==> config.mk <==
export PLATFORM = sky130hd
export DESIGN_NAME = ring_poll_timer
export DESIGN_NICKNAME = d
export VERILOG_FILES = /design/src/rtl/ring_poll_pkg.sv /design/src/rtl/ring_poll_ctrl.sv /design/src/rtl/ring_poll_interval.sv /design/src/rtl/ring_poll_counter.sv /design/src/rtl/ring_poll_timer.sv
export SDC_FILE = /design/constraint.sdc
export NUM_CORES = 1
export LEC_CHECK = 0
export BUFFER_PORTS_ARGS = -buffer_cell sky130_fd_sc_hd__buf_2
export CORE_MARGIN = 1
export CORE_UTILIZATION = 48
export DETAILED_ROUTE_END_ITERATION = 6
export PLACE_DENSITY = 0.81
export SYNTH_ARGS = -nofsm -noshare
export SYNTH_HDL_FRONTEND = slang
export SYNTH_SLANG_ARGS = --single-unit
==> constraint.sdc <==
create_clock -name clk -period 1.85 [get_ports clk]
set_input_delay 0.2775 -clock clk [delete_from_list [all_inputs] [get_ports clk]]
set_output_delay 0.2775 -clock clk [all_outputs]
set_load 0.02 [all_outputs]
==> src/rtl/ring_poll_pkg.sv <==
// Package: shared widths and the register select encoding for the poll timer.
// Assumes a 16-bit interval field whose low bits are ignored and a
// counter one bit wider than the field, with an implied top bit of one.
package ring_poll_pkg;
    localparam int FIELD_W  = 16;
    localparam int IGN_BITS = 4;
    localparam int CNT_W    = FIELD_W + 1;

    typedef enum logic {
        SEL_INTERVAL = 1'b0,
        SEL_COUNTER  = 1'b1
    } reg_sel_e;
endpackage

==> src/rtl/ring_poll_ctrl.sv <==
// Module: run/halt state for the poll timer.
// Assumes commands are single-clock pulses; halt wins over go.
// Produces the counter load pulse and the per-clock advance enable.
module ring_poll_ctrl (
    input  logic clk,
    input  logic rst_n,
    input  logic stop_cmd,
    input  logic start_cmd,
    input  logic tick_en,
    output logic running,
    output logic load,
    output logic adv
);
    // Run flag: cleared by reset or halt, set by go.
    always_ff @(posedge clk) begin
        if (!rst_n)         running <= 1'b0;
        else if (stop_cmd)  running <= 1'b0;
        else if (start_cmd) running <= 1'b1;
    end

    // Load and advance strobes for the counter.
    always_comb begin
        load = start_cmd && !stop_cmd;
        adv  = running && tick_en && !stop_cmd && !start_cmd;
    end

    // a halt command always leaves the timer halted.
    p_stop_wins_r9: assert property (@(posedge clk) disable iff (!rst_n)
        stop_cmd |=> !running);
endmodule

==> src/rtl/ring_poll_interval.sv <==
// Module: interval field storage.
// Keeps only the significant field bits; the low IGN_BITS read as zero.
// Initialisation loads INIT_FIELD until software has written a value.
// Writes are accepted only while the timer is halted.
module ring_poll_interval
    import ring_poll_pkg::*;
#(
    parameter logic [FIELD_W-1:0] RESET_FIELD = 16'hFFF0,
    parameter logic [FIELD_W-1:0] INIT_FIELD  = 16'h0000
) (
    input  logic               clk,
    input  logic               rst_n,
    input  logic               running,
    input  logic               init_cmd,
    input  logic               wr_en,
    input  logic [FIELD_W-1:0] wdata,
    output logic [FIELD_W-1:0] field,
    output logic [CNT_W-1:0]   reload
);
    localparam int SIG_W = FIELD_W - IGN_BITS;

    logic [SIG_W-1:0] sig_q;
    logic             user_set_q;
    logic             wr_go;

    // Write qualification: only while halted.
    always_comb wr_go = wr_en && !running;

    // Field storage with software write taking priority over initialisation.
    always_ff @(posedge clk) begin
        if (!rst_n) begin
            sig_q      <= RESET_FIELD[FIELD_W-1:IGN_BITS];
            user_set_q <= 1'b0;
        end else if (wr_go) begin
            sig_q      <= wdata[FIELD_W-1:IGN_BITS];
            user_set_q <= 1'b1;
        end else if (init_cmd && !user_set_q) begin
            sig_q      <= INIT_FIELD[FIELD_W-1:IGN_BITS];
        end
    end

    // Visible field and the 17-bit reload value with the implied top one.
    always_comb begin
        field  = {sig_q, {IGN_BITS{1'b0}}};
        reload = {1'b1, sig_q, {IGN_BITS{1'b0}}};
    end

    // a write attempt while running leaves the field unchanged.
    p_no_wr_running_r3: assert property (@(posedge clk) disable iff (!rst_n)
        (running && wr_en && !init_cmd) |=> $stable(field));
    // once software has set a value, initialisation keeps it.
    p_init_keeps_user_r5: assert property (@(posedge clk) disable iff (!rst_n)
        (user_set_q && init_cmd && !wr_en) |=> $stable(field));
endmodule

==> src/rtl/ring_poll_counter.sv <==
// Module: 17-bit up counter that requests a poll when it wraps.
// Priority is load, then software write, then advance. A wrap pulses
// poll_req for one clock and reloads from the reload value.
module ring_poll_counter
    import ring_poll_pkg::*;
(
    input  logic               clk,
    input  logic               rst_n,
    input  logic               load,
    input  logic               adv,
    input  logic               running,
    input  logic               wr_en,
    input  logic [FIELD_W-1:0] wdata,
    input  logic [CNT_W-1:0]   reload,
    output logic [CNT_W-1:0]   cnt,
    output logic               poll_req
);
    logic at_wrap;

    // Terminal count detection.
    always_comb at_wrap = (cnt == {CNT_W{1'b1}});

    // Counter update and poll pulse generation.
    always_ff @(posedge clk) begin
        if (!rst_n) begin
            cnt      <= '0;
            poll_req <= 1'b0;
        end else begin
            poll_req <= 1'b0;
            if (load) begin
                cnt <= reload;
            end else if (wr_en) begin
                cnt <= {1'b1, wdata};
            end else if (adv) begin
                if (at_wrap) begin
                    cnt      <= reload;
                    poll_req <= 1'b1;
                end else begin
                    cnt <= cnt + 1'b1;
                end
            end
        end
    end

    // a poll pulse follows an advancing clock and lasts one clock.
    p_poll_on_tick_r8: assert property (@(posedge clk) disable iff (!rst_n)
        poll_req |-> $past(adv));
    p_poll_single_r8: assert property (@(posedge clk) disable iff (!rst_n)
        poll_req |=> !poll_req);
    // without an advance, load or write the count holds.
    p_hold_idle_r10: assert property (@(posedge clk) disable iff (!rst_n)
        (!adv && !load && !wr_en) |=> $stable(cnt));
    // while running the implied top bit is always set.
    p_top_bit_r6: assert property (@(posedge clk) disable iff (!rst_n)
        running |-> cnt[CNT_W-1]);
endmodule

==> src/rtl/ring_poll_timer.sv <==
// Top: descriptor ring poll interval timer.
// Assumes tick_en arrives once per half oscillator period.
// Register access is allowed only while the timer is halted.
module ring_poll_timer
    import ring_poll_pkg::*;
(
    input  logic        clk,
    input  logic        rst_n,
    input  logic        tick_en,
    input  logic        stop_cmd,
    input  logic        start_cmd,
    input  logic        init_cmd,
    input  logic        reg_wr_en,
    input  logic        reg_rd_en,
    input  logic        reg_sel,
    input  logic [15:0] reg_wdata,
    output logic [15:0] reg_rdata,
    output logic        poll_req
);
    reg_sel_e           sel;
    logic               running, load, adv;
    logic               int_wr, cnt_wr;
    logic [FIELD_W-1:0] field;
    logic [CNT_W-1:0]   reload, cnt;

    // Decode register select and the write strobes.
    always_comb begin
        sel    = reg_sel_e'(reg_sel);
        int_wr = reg_wr_en && (sel == SEL_INTERVAL);
        cnt_wr = reg_wr_en && (sel == SEL_COUNTER) && !running;
    end

    ring_poll_ctrl u_ctrl (
        .clk       (clk),
        .rst_n     (rst_n),
        .stop_cmd  (stop_cmd),
        .start_cmd (start_cmd),
        .tick_en   (tick_en),
        .running   (running),
        .load      (load),
        .adv       (adv)
    );

    ring_poll_interval u_interval (
        .clk      (clk),
        .rst_n    (rst_n),
        .running  (running),
        .init_cmd (init_cmd),
        .wr_en    (int_wr),
        .wdata    (reg_wdata),
        .field    (field),
        .reload   (reload)
    );

    ring_poll_counter u_counter (
        .clk      (clk),
        .rst_n    (rst_n),
        .load     (load),
        .adv      (adv),
        .running  (running),
        .wr_en    (cnt_wr),
        .wdata    (reg_wdata),
        .reload   (reload),
        .cnt      (cnt),
        .poll_req (poll_req)
    );

    // Read mux: zero unless a read is made while halted.
    always_comb begin
        reg_rdata = '0;
        if (reg_rd_en && !running)
            reg_rdata = (sel == SEL_COUNTER) ? cnt[FIELD_W-1:0] : field;
    end

    // no poll request while the timer is halted.
    p_no_poll_halted_r1: assert property (@(posedge clk) disable iff (!rst_n)
        (!running && !$past(running)) |-> !poll_req);
endmodule

After elaboration in Yosys (flattened, before gate mapping)
Index checks and enable logic that the tools add are counted.
{"block": "classes", "n_addsub": 1, "n_lt_le_gt_ge": 0, "reduce_logical": 20, "n_mux": 9, "n_bitwise": 3, "multipliers": 0, "eq_ne": 1, "div": 0, "shift": 0}
{"op": "$mux W17", "count": 4}
{"op": "$mux W16", "count": 2}
{"op": "$mux W12", "count": 2}
{"op": "$add A17 B1 Y17 const B", "count": 1}
{"op": "$eq A17 B17 Y1 const B", "count": 1}
{"op": "$logic_and A1 B1 Y1", "count": 10}
{"op": "$logic_not A1 Y1", "count": 4}
{"op": "$reduce_bool A2 Y1", "count": 2}
{"op": "$reduce_or A2 Y1", "count": 2}
{"op": "$reduce_or A4 Y1", "count": 1}
{"op": "$not A1 Y1", "count": 3}
{"op": "$reduce_bool A3 Y1", "count": 1}
{"op": "$mux W1", "count": 1}
{"block": "totals", "reg_bits": 32, "ram_bits": 0, "mem_bits_ro": 0, "elab_cells": 40, "n_memories": 0, "latch_bits": 0}

Longest topological paths before layout
{"block": "logic_depth", "depth_word": 6, "depth_mapped": 7}

Modules after synthesis
Synthesis repeated with hierarchy kept, for this count alone.
{"block": "unflattened", "cells_unflattened": 315, "hier_area_um2": 2532.4}
{"mod": "ring_poll_counter", "area_per_inst_um2": 1383.8, "seq_area_each_um2": 360.3, "instances": 1, "cells_each": 190}
{"mod": "ring_poll_interval", "area_per_inst_um2": 805.8, "seq_area_each_um2": 260.2, "instances": 1, "cells_each": 80}
{"mod": "ring_poll_timer", "area_per_inst_um2": 290.3, "seq_area_each_um2": 0.0, "instances": 1, "cells_each": 40}
{"mod": "ring_poll_ctrl", "area_per_inst_um2": 52.6, "seq_area_each_um2": 20.0, "instances": 1, "cells_each": 5}

Least setup slack after synthesis
No wires, ideal clock.
{"block": "synth_timing", "kind": "register to register", "startpoint": "reg u_counter.cnt[0]", "endpoint": "reg u_counter.cnt[12]", "period_less_slack_ns": 1.676, "setup_ns": 0.119, "required_time_ns": 1.731, "stages_incl_launch_ff": 7, "arrival_ns": 1.557, "path_buffers": 0, "slack_ns": 0.174, "cell_sequence": "dfxtp_1 -> ha_1 -> nand4_1 -> or2_1 -> nor4_1 -> o21ai_0 -> o221a_1"}
{"block": "synth_via", "elab_chain_len": 5, "elab_cells_between_ends": 6, "cone_classes": "1 x add/sub; 1 x eq/ne; 4 x mux"}
{"item": "start, declared", "line_no": "ring_poll_counter.sv:15", "source": "output logic [CNT_W-1:0] cnt,"}
{"item": "start signal, assigned", "line_no": "ring_poll_counter.sv:31", "source": "cnt <= reload;"}
{"item": "start signal, assigned", "line_no": "ring_poll_counter.sv:33", "source": "cnt <= {1'b1, wdata};"}
{"item": "start signal, assigned", "line_no": "ring_poll_counter.sv:36", "source": "cnt <= reload;"}
{"item": "$add A17 B1 Y17 / $eq A17 B17 Y1 (equally long branches)", "line_no": "ring_poll_counter.sv:39, ring_poll_counter.sv:21"}
{"item": "$mux W17 *", "line_no": "ring_poll_counter.sv:35", "source": "if (at_wrap) begin"}
{"item": "$mux W17 *", "line_no": "ring_poll_counter.sv:34", "source": "end else if (adv) begin"}
{"item": "$mux W17 *", "line_no": "ring_poll_counter.sv:32", "source": "end else if (wr_en) begin"}
{"item": "$mux W17 *", "line_no": "ring_poll_counter.sv:30", "source": "if (load) begin"}
Every way passes the cells marked *; elsewhere a longest branch is shown, timed or not. The select of a mux whose other input is x is not followed.
A chain may end at the register's enable or synchronous reset.

Worst setup path in the final report
{"block": "layout_timing", "startpoint": "reg u_counter.cnt[1]", "endpoint": "reg u_counter.cnt[12]"}
The elaborated chain is that of the path after synthesis.

==> results.md <==
- Proportion of layout cells with a drive suffix above 1: a little under a third
- Yosys cell types: just under 60
- XOR/XNOR Fraction of Synth Area: ~1.7%
- CTS tree: done
- Commonest non-fill, non-tap cell in the layout: buf_2
- Seq cells post-synth: 32
- Fin. Hold Viols: 0
- Hold Path End: u_interval.sig_q[9]$_SDFFE_PN1P_
- Max-Cap Viols: 0
- Initial Utilization: 50.8%
- Slew Limit Headroom: between 50% and 60%
- Remaining antenna violation count: 0
- Final setup violating endpoints: 0
- CTS root buf: clkbuf_8
- Net Switching: roughly 560 µW
- FP Rows: 23
- YS warnings: 0
- Startpoint types: flip-flop
- Mapped Area: a little over 2000 µm²
- Top cells by area, synth: dfxtp_1 31%, a221o_1 6.3%, mux2i_1 5.8%
- Flop-to-flop setup slack: ~0.011 ns
- Critical path endpoint category: flip-flop
- Slew Viols, Final: 0
- Core footprint: just over 4000 µm²
- Via Count: 2192
- Max Clk Rate: roughly 0.54 GHz
- Dpl cell area: roughly 2400 µm²
- Fillers: 340
- Main synth FF type: dfxtp_1
- Min Tclk post-route: approximately 1.8 ns
- Post-synthesis compound-gate area fraction: 29.8%
- GRT Total Usage: about 28%
- Synth Area in Simple Gates: 26.9%
- Post-Route Skew: between 0.01 and 0.015 ns
- VDD IR max: 425 µV
- HP Class: primary input to flip-flop
- Final instance area: ~2500 µm²
- Comb pwr share: ~22%
- CTS Buf Count: 5
- Critical path required time: approximately 2 ns
- P&R area growth vs syn: 23.2%
- Clock group share of total power: a little under a third
- Post-synthesis sequential area ratio: ~31%
- Total die area: about 4600 µm²
- Post-synth EDFFs: 0
- Register area: between 600 and 700 µm²
- Initial antenna violation count: 0
- Most frequent cells in the layout: 41 x buf_2, 30 x dfxtp_1, 27 x nor2_1
- DRC Markers: 0
- Outcome: complete, no violations
- Slew @ Worst Pin: approximately 0.75 ns
- Crit-path max cell delay: ~0.35 ns
- Syn_nets: between 200 and 300
- FF-to-FF Start: u_counter.cnt[1]$_SDFFE_PP0P_
- WL final: roughly 6000 µm
- Final Cycle Share: 99.4%
- H-tree levels: 2
- ANT cells: 0
- Power density cells: approximately 700 nW/µm²
- Clock latency on the worst-skew pair: slightly below 0.3 ns
- DIE HEIGHT: 67.5 µm
- Mapped Cells: approximately 250
- Int Power: approximately 1200 µW
- I/O Buffers: ~40
- First-pass GRT wire length: roughly 9500 µm
- Arrival time worst endpoint: ~2.0 ns
- Routability-driven placement congestion ratio: about 0.93
- Vias/cell: 6.19
- Critical Path Fanout Max: 4
- Syn Area/Cell: approximately 8.3 µm²
- Area of the multi-input gates: between 1000 and 1500 µm²
- Max Buffers Root-to-Sink: 2
- Hpwl dp: about 4200 µm
- Ports: 42
- Hold path depth: 2
- Maximum number of pins on one net before global-route repair: 18
- FF-to-FF path depth: 6
- Final setup TNS: 0 ns
- Clock Sinks: 32
- First-pass DRT Iterations: 5
- WS Path Type: flip-flop to flip-flop
- Leak pwr: roughly 0.0010 µW
- Top cell type's share of synthesized area: between 30% and 40%
- Layout Nets: 329
- Critical path cell sequence: ha_2 -> nand4_1 -> or2_4 -> nor4_2 -> o21ai_0 -> o221a_1
- Synth Area in Adders: 0.608%
- Synth area leader: dfxtp_1
- Clock slew at reported path FFs: 0.07 ns
- HP Start: reg_wdata[13]
- DRT iter0 DRCs: 235
- Slowest stage cell on the critical path: dfxtp_2
- GRT Residual Overflow: 0
- FF-to-FF End: u_counter.cnt[12]$_SDFFE_PN0P_
- Synth async-reset ratio: 0%
- Sw Share: 31.4%
- Combinational family with the most area after synthesis: compound AO/OA/AOI/OAI gates
- Mux cell area share after synthesis: under 10%
- Drt wl/cell: roughly 17 µm
- Chip width: around 68 µm
- Flop pwr share: 46.1%
- Vias in the first global route: 2045
==> how the worst max path moves through the flow <==
stage | cells after the start | from | endpoint
4_1_cts | 7 | u_counter.cnt[1]$_SDFFE_PP0P_ | u_counter.cnt[9]$_SDFFE_PN0P_
5_1_grt | 6 | u_counter.cnt[1]$_SDFFE_PP0P_ | u_counter.cnt[12]$_SDFFE_PN0P_
3_5_place_dp | 6 | u_counter.cnt[1]$_SDFFE_PP0P_ | u_counter.cnt[12]$_SDFFE_PN0P_
3_3_place_gp | 6 | u_counter.cnt[1]$_SDFFE_PP0P_ | u_counter.cnt[12]$_SDFFE_PN0P_
6_report | 6 | u_counter.cnt[1]$_SDFFE_PP0P_ | u_counter.cnt[12]$_SDFFE_PN0P_
2_1_floorplan | 6 | u_counter.cnt[0]$_SDFFE_PP0P_ | u_counter.cnt[12]$_SDFFE_PN0P_
==> metrics by stage <==
step	power (µW)	worst slack [ns]	cells	utilization, %	hold WS [ns]
floorplan	1070	0.174	248	-	0.393
global placement	1210	0.105	343	58.7	0.455
detailed placement	1220	-0.0120	343	58.7	0.463
CTS	1770	0.0106	353	61.5	0.220
global route	1870	-0.0500	354	62.5	0.230
finish	1780	0.0114	354	62.5	0.220
==> metal layers <==
metal / GRT usage [%] / up-vias / wire length [µm]
li1: - / 1064 / -
met1: 36.9 / 1035 / 2630
met2: 44.6 / 85 / 2790
met3: 5.74 / 8 / 441
met4: 10.4 / 0 / 100
met5: 0 / - / 0
==> cell usage after synthesis, drive strengths merged (2+ instances only) <==
| master | number |
|---|---|
| nor3b | 2 |
| o22ai | 2 |
| buf | 7 |
| a21oi | 7 |
| o21ai | 21 |
| clkbuf | 5 |
| dfxtp | 32 |
| nand3b | 2 |
| a31oi | 7 |
| a221o | 13 |
| inv | 4 |
| nor4 | 4 |
| nand4 | 5 |
| nor2b | 3 |
| o2111ai | 3 |
| a22oi | 3 |
| nand2 | 25 |
| nor3 | 4 |
| o211ai | 7 |
| nor2 | 29 |
| or2 | 2 |
| nand2b | 3 |
| or3 | 5 |
| xnor2 | 2 |
| o21a | 5 |
| xor2 | 2 |
| and3 | 5 |
| mux2i | 12 |
| o221ai | 5 |
| nand3 | 10 |
==> critical path, delay by kind of cell, from the launching register on <==
family          cells  cell delay (ns)
flops               1             0.35
simple gates        3             0.78
compound gates      2             0.42
fa+ha+maj           1             0.18
==> kinds of logic (layout without fill, tap and decap cells) <==
logic type | Yosys count | count (layout)
and+or+nand+nor | 102 | 102
AOI/OAI and AO/OA | 80 | 80
DFF | 32 | 32
buffers and inverters | 17 | 73
muxes | 12 | 12
xor gates and xnor gates | 4 | 4
adders and majority gates | 1 | 1
==> flip-flops by register name (all words and copies together) (netlist names) <==
name	cells
u_ctrl.running	1
u_counter.cnt	17
u_interval.user_set_q	1
u_interval.sig_q	12
u_counter.poll_req	1
==> power by group through the flow <==
stage                     Clock (µW)  Sequential (µW)  Combinational [µW]
after global placement             0              829                 378
after floorplan                    0              818                 254
after detailed placement           0              832                 386
after global routing             603              829                 437
after CTS                        568              817                 389
final                            561              822                 398
==> final cells by class <==
cell class | instances | share of cell area, %
Clock buffer | 8 | 3.55
Sequential cell | 32 | 25.3
Multi-Input combinational cell | 199 | 54.2
Inverter | 5 | 0.740
Tap cell | 50 | 2.47
Timing Repair Buffer | 60 | 13.7
==> timing repair <==
item                                    in CTS  in global routing
hold buffers                                 0                  0
endpoints found under the setup margin       1                 25
buffers inserted                             2                  1
gates resized for setup                      2                 10
Note: power is estimated with default switching activity, not from simulation.
